<file path="src/rtl/sigmoid_pq.sv">
module sigmoid_pq #(
  parameter int DW      = 16,
  parameter int FRAC    = 8,
  parameter int SAT_INT = 8,
  parameter int NSEG    = 5,
  parameter int CF      = 16,
  parameter int CW      = 18,
  parameter logic [NSEG*DW-1:0] SEG_LO = {16'd1280, 16'd832, 16'd512, 16'd256, 16'd0},
  parameter logic [NSEG*DW-1:0] SEG_X0 = {16'd1664, 16'd1056, 16'd672, 16'd384, 16'd128},
  parameter logic [NSEG*CW-1:0] COEF_A = {18'sd65438, 18'sd64494, 18'sd61109, 18'sd53581, 18'sd40793},
  parameter logic [NSEG*CW-1:0] COEF_B = {18'sd98, 18'sd1026, 18'sd4128, 18'sd9774, 18'sd15401},
  parameter logic [NSEG*CW-1:0] COEF_C = {-18'sd49, -18'sd497, -18'sd1785, -18'sd3104, -18'sd1886}
) (
  input  logic              clk,
  input  logic              rst_n,
  input  logic              in_valid,
  input  logic [DW-1:0]     in_data,
  output logic              out_valid,
  output logic [FRAC:0]     out_data
);
  localparam int OW  = FRAC + 1;
  localparam int LAT = 10;
  localparam int LIM = SAT_INT << FRAC;
  localparam int SW  = (NSEG > 1) ? $clog2(NSEG) : 1;
  localparam int DDW = DW + 1;
  localparam int SQW = 2 * DDW;
  localparam int BDW = CW + DDW;
  localparam int ACC = CW + SQW + 2;
  localparam int RS  = CF + FRAC;
  localparam int AGW = $clog2(LAT + 1);
  localparam logic [OW-1:0] ONE_V = OW'(1) << FRAC;

  logic [LAT-1:0] vld_sr, neg_sr, sat_sr;
  logic [DW-1:0]  mag_in, mag1;
  logic           sat_in;
  logic [NSEG-1:0] ge;
  logic [SW-1:0]  sel;

  logic signed [DDW-1:0] d2;
  logic signed [CW-1:0]  a2, b2, c2, a3, c3, a4, c4, c5;
  logic signed [SQW-1:0] sq3, sq4, sq5;
  logic signed [BDW-1:0] bd3, bd4;
  logic signed [ACC-1:0] lin5, lin6, lin7, cq6, cq7, acc8, rnd;
  logic [OW-1:0]         f9, y10;

  assign mag_in = in_data[DW-1] ? (~in_data + 1'b1) : in_data;
  assign sat_in = mag_in >= DW'(LIM);

  always_ff @(posedge clk or negedge rst_n)
    if (!rst_n) vld_sr <= '0;
    else        vld_sr <= {vld_sr[LAT-2:0], in_valid};

  always_ff @(posedge clk) begin
    neg_sr <= {neg_sr[LAT-2:0], in_data[DW-1]};
    sat_sr <= {sat_sr[LAT-2:0], sat_in};
  end

  for (genvar i = 0; i < NSEG; i++) begin : g_cmp
    assign ge[i] = mag1 >= SEG_LO[i*DW +: DW];
  end

  always_comb begin
    sel = '0;
    for (int i = 0; i < NSEG; i++)
      if (ge[i]) sel = SW'(i);
  end

  assign rnd = (acc8 + (ACC'(1) <<< (RS - 1))) >>> RS;

  always_ff @(posedge clk) begin
    mag1 <= mag_in;

    d2 <= $signed({1'b0, mag1}) - $signed({1'b0, SEG_X0[sel*DW +: DW]});
    a2 <= COEF_A[sel*CW +: CW];
    b2 <= COEF_B[sel*CW +: CW];
    c2 <= COEF_C[sel*CW +: CW];

    sq3 <= SQW'(d2) * SQW'(d2);
    bd3 <= BDW'(b2) * BDW'(d2);
    a3  <= a2;
    c3  <= c2;

    sq4 <= sq3;
    bd4 <= bd3;
    a4  <= a3;
    c4  <= c3;

    lin5 <= (ACC'(a4) <<< (2 * FRAC)) + (ACC'(bd4) <<< FRAC);
    sq5  <= sq4;
    c5   <= c4;

    cq6  <= ACC'(c5) * ACC'(sq5);
    lin6 <= lin5;

    cq7  <= cq6;
    lin7 <= lin6;

    acc8 <= lin7 + cq7;

    if (rnd < 0)                 f9 <= '0;
    else if (rnd > ACC'(ONE_V))  f9 <= ONE_V;
    else                         f9 <= rnd[OW-1:0];

    if (sat_sr[LAT-2])      y10 <= neg_sr[LAT-2] ? '0 : ONE_V;
    else if (neg_sr[LAT-2]) y10 <= ONE_V - f9;
    else                    y10 <= f9;
  end

  assign out_valid = vld_sr[LAT-1];
  assign out_data  = y10;

  logic [AGW-1:0] age_q;
  always_ff @(posedge clk or negedge rst_n)
    if (!rst_n)                   age_q <= '0;
    else if (age_q != AGW'(LAT))  age_q <= age_q + 1'b1;

  a_r6_fixed_latency: assert property (@(posedge clk) disable iff (!rst_n)
    age_q == AGW'(LAT) |-> out_valid == $past(in_valid, LAT));

  a_r7_not_above_one: assert property (@(posedge clk) disable iff (!rst_n)
    out_valid |-> out_data <= ONE_V);

  a_r4_pos_saturation: assert property (@(posedge clk) disable iff (!rst_n)
    (age_q == AGW'(LAT)) && $past(in_valid && !in_data[DW-1] && sat_in, LAT) |-> out_data == ONE_V);

  a_r5_neg_saturation: assert property (@(posedge clk) disable iff (!rst_n)
    (age_q == AGW'(LAT)) && $past(in_valid && in_data[DW-1] && sat_in, LAT) |-> out_data == '0);

  a_r7_upper_half: assert property (@(posedge clk) disable iff (!rst_n)
    (age_q == AGW'(LAT)) && $past(in_valid && !in_data[DW-1] && !sat_in, LAT)
      |-> out_data >= OW'((1 << (FRAC - 1)) - 1));

  a_r8_quiet_after_reset: assert property (@(posedge clk) disable iff (!rst_n)
    age_q < AGW'(LAT) |-> !out_valid || age_q != '0);
endmodule

</file>
<file path="config.mk">
export PLATFORM = sky130hd
export DESIGN_NAME = sigmoid_pq
export DESIGN_NICKNAME = d
export VERILOG_FILES = /design/src/rtl/sigmoid_pq.sv
export SDC_FILE = /design/constraint.sdc
export NUM_CORES = 2
export LEC_CHECK = 0
export ABC_AREA = 1
export ABC_CLOCK_PERIOD_IN_PS = 7930
export BUFFER_PORTS_ARGS = -buffer_cell sky130_fd_sc_hd__buf_2
export CAP_MARGIN = 25
export CORE_UTILIZATION = 45
export CTS_CLUSTER_SIZE = 25
export DETAILED_ROUTE_END_ITERATION = 8
export PLACE_DENSITY = 0.66
export SLEW_MARGIN = 30
export SYNTH_ARGS = -nofsm -noshare
export SYNTH_HDL_FRONTEND = slang
export SYNTH_SLANG_ARGS = --single-unit
</file>
<file path="constraint.sdc">
create_clock -name clk -period 7.93 [get_ports clk]
set_clock_uncertainty 0.15 [all_clocks]
set_input_delay 2.379 -clock clk [delete_from_list [all_inputs] [get_ports clk]]
set_output_delay 2.379 -clock clk [all_outputs]
set_load 0.01 [all_outputs]
</file>
# ---- Word-level counts from Yosys, hierarchy flattened
# Index checks and enable logic that the tools add are counted.
dict set report totals {
  out_inout_bits 10
  input_bits 19
  regBits 685
  word_cells 59
}
dict set report classes {
  reduce_logical 1
  add_sub_neg 6
  mul 4
  bitwise 1
  shift 4
  n_lt_le_gt_ge 7
  muxes 9
}
# op n
set op_table {}
lappend op_table {{indexed part select 90 x 9 -> 18 bit, first input constant} 3}
lappend op_table {{indexed part select 80 x 8 -> 16 bit, first input constant} 1}
lappend op_table {{adder 54 x 25 -> 54 bit, second input constant} 1}
lappend op_table {{> comparator 54 x 9 -> 1 bit, second input constant} 1}
lappend op_table {{adder 44 x 52 -> 53 bit} 1}
lappend op_table {{multiplier 18 x 34 -> 52 bit} 1}
lappend op_table {{adder 34 x 43 -> 44 bit} 1}
lappend op_table {{two-way mux 9 bit} 4}
lappend op_table {{multiplier 18 x 17 -> 35 bit} 1}
lappend op_table {{multiplier 17 x 17 -> 34 bit} 1}
lappend op_table {{greater-or-equal comparator 16 x 10 -> 1 bit, second input constant} 2}
lappend op_table {{less-than comparator 30 x 1 -> 1 bit, second input constant} 1}
lappend op_table {{subtractor 16 x 16 -> 17 bit} 1}
lappend op_table {{adder 16 x 1 -> 16 bit, second input constant} 1}
lappend op_table {{greater-or-equal comparator 16 x 11 -> 1 bit, second input constant} 1}
lappend op_table {{greater-or-equal comparator 16 x 12 -> 1 bit, second input constant} 1}
lappend op_table {{greater-or-equal comparator 16 x 9 -> 1 bit, second input constant} 1}
lappend op_table {{two-way mux 16 bit} 1}
lappend op_table {{NOT 16 bit} 1}
lappend op_table {{two-way mux 3 bit} 3}
lappend op_table {{subtractor 9 bit, first input constant} 1}
lappend op_table {{multiplier 3 x 4 -> 7 bit, second input constant} 1}
lappend op_table {{OR reduction 2 bit} 1}
lappend op_table {{two-way mux 1 bit} 1}

# ---- Logic depth before layout (Yosys ltp)
dict set report depth {
  ltp_word 7
  mapped_depth 31
  depth_no_buf 28
}

# ---- Worst setup path after synthesis
# Ideal clock, no wire load.
dict set report synth_timing {
  kind {flip-flop to flip-flop}
  startpoint {register c5[16]}
  endpoint {register cq6[45]}
  path_buffers 3
  t_required_ns 7.668
  path_stages_with_launch 24
  setup_slack_ns 2.001
  t_arrival_ns 5.667
  period_less_slack_ns 5.929
  setup_ns 0.112
  cell_sequence {dfxtp_1 buf_2 buf_2 buf_1 nand2_1 inv_1 fa_1 fa_1 fa_1 fa_1 fa_1 inv_1 fa_1 inv_1 ha_1 nand2_1 inv_1 a21oi_1 a21boi_0 o21ai_0 a21oi_1 nand2_1 nand2_1 nand2_1}
}
dict set report synth_between {
  elab_chain_len 1
}
# item line
set synth_lines {}
lappend synth_lines {{from (decl)} 40} ;# logic signed [CW-1:0] a2, b2, c2, a3, c3, a4, c4, c5;
lappend synth_lines {{from (signal assigned)} 90} ;# c5 <= c4;
lappend synth_lines {{multiplier 18 x 34 -> 52 bit} 92} ;# cq6 <= ACC'(c5) * ACC'(sq5);
lappend synth_lines {{to (signal assigned)} 92}
lappend synth_lines {{to (decl)} 43} ;# logic signed [ACC-1:0] lin5, lin6, lin7, cq6, cq7, acc8, rnd;
# Every way passes these cells.
# A chain may end at the register's enable or synchronous reset.

# ---- Worst setup path in the final report
dict set report layout_timing {
  startpoint {register c5[9]}
  endpoint {register cq6[25]}
}
# Same word-level chain as after synthesis.

==> results.py <==
metrics = {
    "run_status": {
        "outcome": "complete, no violations",
    },
    "synth": {
        "synth_cell_types": 44,
        "synthesis.area_um2": 56670,
        "syn_inst": 6755,
        "synth_warnings": 0,
        "synthTopCellsByArea": "fa_1 35%, dfxtp_1 18%, inv_1 13%",
        "ys_seq_area_frac": 0.1892,
        "yosys.cell_count.top_type": "inv_1",
        "yosys.area.top_type_share": 0.3518,
        "synth-seq-cells": 533,
        "yosysTopAreaCell": "fa_1",
        "synthArstFlopShare": 0.01876,
        "synth-edff-count": 0,
        "synth_commonest_cells": "2,014 x inv_1, 1,186 x nand2_1, 996 x fa_1, 523 x dfxtp_1, 443 x ha_1",
        "syn_avg_cell_area_um2": 8.389,
        "synth-main-ff-cell": "dfxtp_1",
    },
    "detailed_routing": {
        "viasPerCell": 4.815,
        "totalWireLength_um": 139800,
        "dr.pass1.iters": 6,
        "antenna_left": 0,
        "first_iter_violations": 2327,
        "drcViolationCount": 0,
        "dr_total_vias": 40860,
        "avgRoutedWirePerCell_um": 16.47,
    },
    "die": {
        "fp.dieH_um": 356.9,
        "fp.dieW_um": 356.9,
        "dieArea_um2": 127400,
        "core_um2": 124300,
        "io_pins": 29,
        "fp-row-count": 129,
        "start_util": 0.4560,
    },
    "placed_design": {
        "hpwl_um": 119300,
        "gp_congestion": 0.9777,
        "port_buffers": 28,
    },
    "setup_path": {
        "end_kind": "flop",
        "cp_slowest_cell": "dfxtp_1",
        "cp-start-kind": "flop",
        "cp.arrival_ps": 7330,
        "crit_path_start": "c5[9]",
        "crit_required_ps": 8300,
        "path_class": "flop to flop",
        "cpPeakStageDelay_ps": 1020,
        "reg2reg_slack_ps": 970,
        "cp_max_fo": 16,
        "r2r-start": "c5[9]",
        "path_common_cell": "fa_1",
        "cp_cell_sequence": "buf_4, nand2_1, fa_1, inv_1, fa_1, fa_1, fa_1, fa_1, inv_1, fa_1, inv_1, ha_1, nand2_1, nor2_1, inv_1, nor2_1, inv_1, o21ai_0, a31oi_1, xnor2_1",
    },
    "cts": {
        "clock_sinks": 533,
        "cts_root_buf": "clkbuf_16",
        "hold_buffers": 0,
        "cts_made_buffers": 54,
        "clockBufferDepth": 3,
        "clk_latency_ps": 640,
        "postCtsSetupRepairBufs": 0,
        "cts_resized": 0,
        "cts_tree": "yes",
        "cts.clk_slew.worst_paths_ps": 70,
        "cts.htree.levels": 2,
    },
    "sta": {
        "tightestPinTransition_ps": 1087,
        "timing.slew.headroom": 0.2746,
        "slew_violations": 0,
        "fmax_ghz": 0.1437,
        "fin_setup_tns_ps": 0,
        "finalSetupViolations": 0,
        "rsz0062_at_grt": "false",
        "post-route-period-util": 0.8773,
        "hold_viol": 0,
        "min_period_ps": 6957,
    },
    "hold_path": {
        "min_from": "sq3[2]",
        "min_path_type": "flop to flop",
    },
    "layout": {
        "final-seq-area_um2": 10730,
        "n_antenna_cell": 0,
        "final_nets": 8264,
        "area_delta_synth_final_pct": 7.385,
        "drive_gt1_frac": 0.02832,
        "num-fill-cells": 11920,
        "multi_input_area_um2": 38100,
    },
    "global_route": {
        "grt_pass1_vias": 43570,
        "antenna_found_initial": 3,
        "gr-total-overflow": 0,
        "grtUsageTotal": 0.2288,
        "grt_start_max_net_pins": 34,
        "grt_pass1_wl_um": 229800,
    },
    "job": {
        "drv_cap": 0,
    },
}
-- cells by family after synthesis --
| kind of cell | share of synthesized area |
|---|---|
| XOR/XNOR | 0.03276 |
| flip-flops | 0.1892 |
| AO/OA/AOI/OAI | 0.05358 |
| adder cells (fa/ha/maj) | 0.4497 |
| buffers and inverters | 0.1439 |
| AND/OR/NAND/NOR | 0.1308 |
| other | 0.0001325 |
-- cell usage in the layout, fill, tap and decap left out, types with 20 or more instances in the layout --
| cell | Yosys | final |
|---|---|---|
| nand4_1 | 27 | 27 |
| xnor2_1 | 66 | 66 |
| a21oi_1 | 232 | 232 |
| buf_2 | 3 | 28 |
| buf_4 | 0 | 44 |
| xor2_1 | 146 | 146 |
| nand3_1 | 146 | 146 |
| o21ai_0 | 183 | 183 |
| nand2_1 | 1186 | 1186 |
| clkbuf_16 | 0 | 54 |
| inv_1 | 2014 | 2014 |
| nor3_1 | 50 | 50 |
| conb_1 | 2 | 81 |
| a21o_1 | 20 | 20 |
| o21bai_1 | 26 | 26 |
| nor2_1 | 391 | 391 |
| o22ai_1 | 20 | 20 |
| ha_1 | 443 | 443 |
| fa_1 | 996 | 996 |
| dfxtp_1 | 523 | 521 |
-- metal layers --
| metal | GRT usage | wire, um | vias to the layer above |
|---|---|---|---|
| li1 | - | - | 19590 |
| met4 | 0.07111 | 4666 | 0 |
| met5 | 0 | 0 | - |
| met3 | 0.02531 | 7413 | 264 |
| met2 | 0.3952 | 67470 | 1090 |
| met1 | 0.3005 | 60250 | 19930 |
-- worst paths after layout --
path,to,cells after the start
max in group asynchronous,vld_sr[4],1
worst max register to register,cq6[25],20
worst max-delay path,cq6[25],20
min in group asynchronous,vld_sr[9],1
worst min-delay path,sq4[2],0
worst min register to register,sq4[2],0
-- final cells by class --
| type | instances | share of cell area |
|---|---|---|
| repair buffers | 72 | 0.007731 |
| well taps | 1637 | 0.03366 |
| clock buffers | 73 | 0.02535 |
| multi-input cells | 4130 | 0.6261 |
| clock inverters | 27 | 0.006682 |
| flip-flops and latches | 533 | 0.1762 |
| inverters | 2015 | 0.1243 |
-- flip-flops by register name (all words and copies together) (netlist names), 10 cells and up --
signal	flops
bd4	35
lin6	36
mag1	16
sq3	33
cq6	44
acc8	30
cq7	44
lin7	36
vld_sr	10
lin5	36
sq4	33
d2	17
sq5	33
bd3	35
-- metrics by stage --
| stage | cells | setup slack (ps) | area, um2 | util | hold WS (ps) |
|---|---|---|---|---|---|
| 6_report | 8487 | 972.9 | 60860 | 0.4897 | 143.8 |
| 4_1_cts | 8487 | 1048 | 60850 | 0.4896 | 132.6 |
| 2_1_floorplan | 6834 | 2001 | 56970 | - | 159.6 |
| 3_5_place_dp | 8387 | 1116 | 58900 | 0.4739 | 162.1 |
| 3_3_place_gp | 8387 | 928.0 | 58900 | 0.4739 | 160.0 |
| 5_1_grt | 8487 | 489.4 | 60860 | 0.4897 | 138.5 |
-- critical path: cells and delay by family (launching register included) --
family / cells / cell delay [ps]
adder cells (fa/ha/maj): 7 / 3480
flip-flops: 1 / 1020
AND/OR/NAND/NOR: 4 / 760
buffers and inverters: 6 / 670
AO/OA/AOI/OAI: 2 / 410
XOR/XNOR: 1 / 340
Power is not shown: default switching activity piles up to over one toggle a cycle in this logic, so the estimate is an artifact.
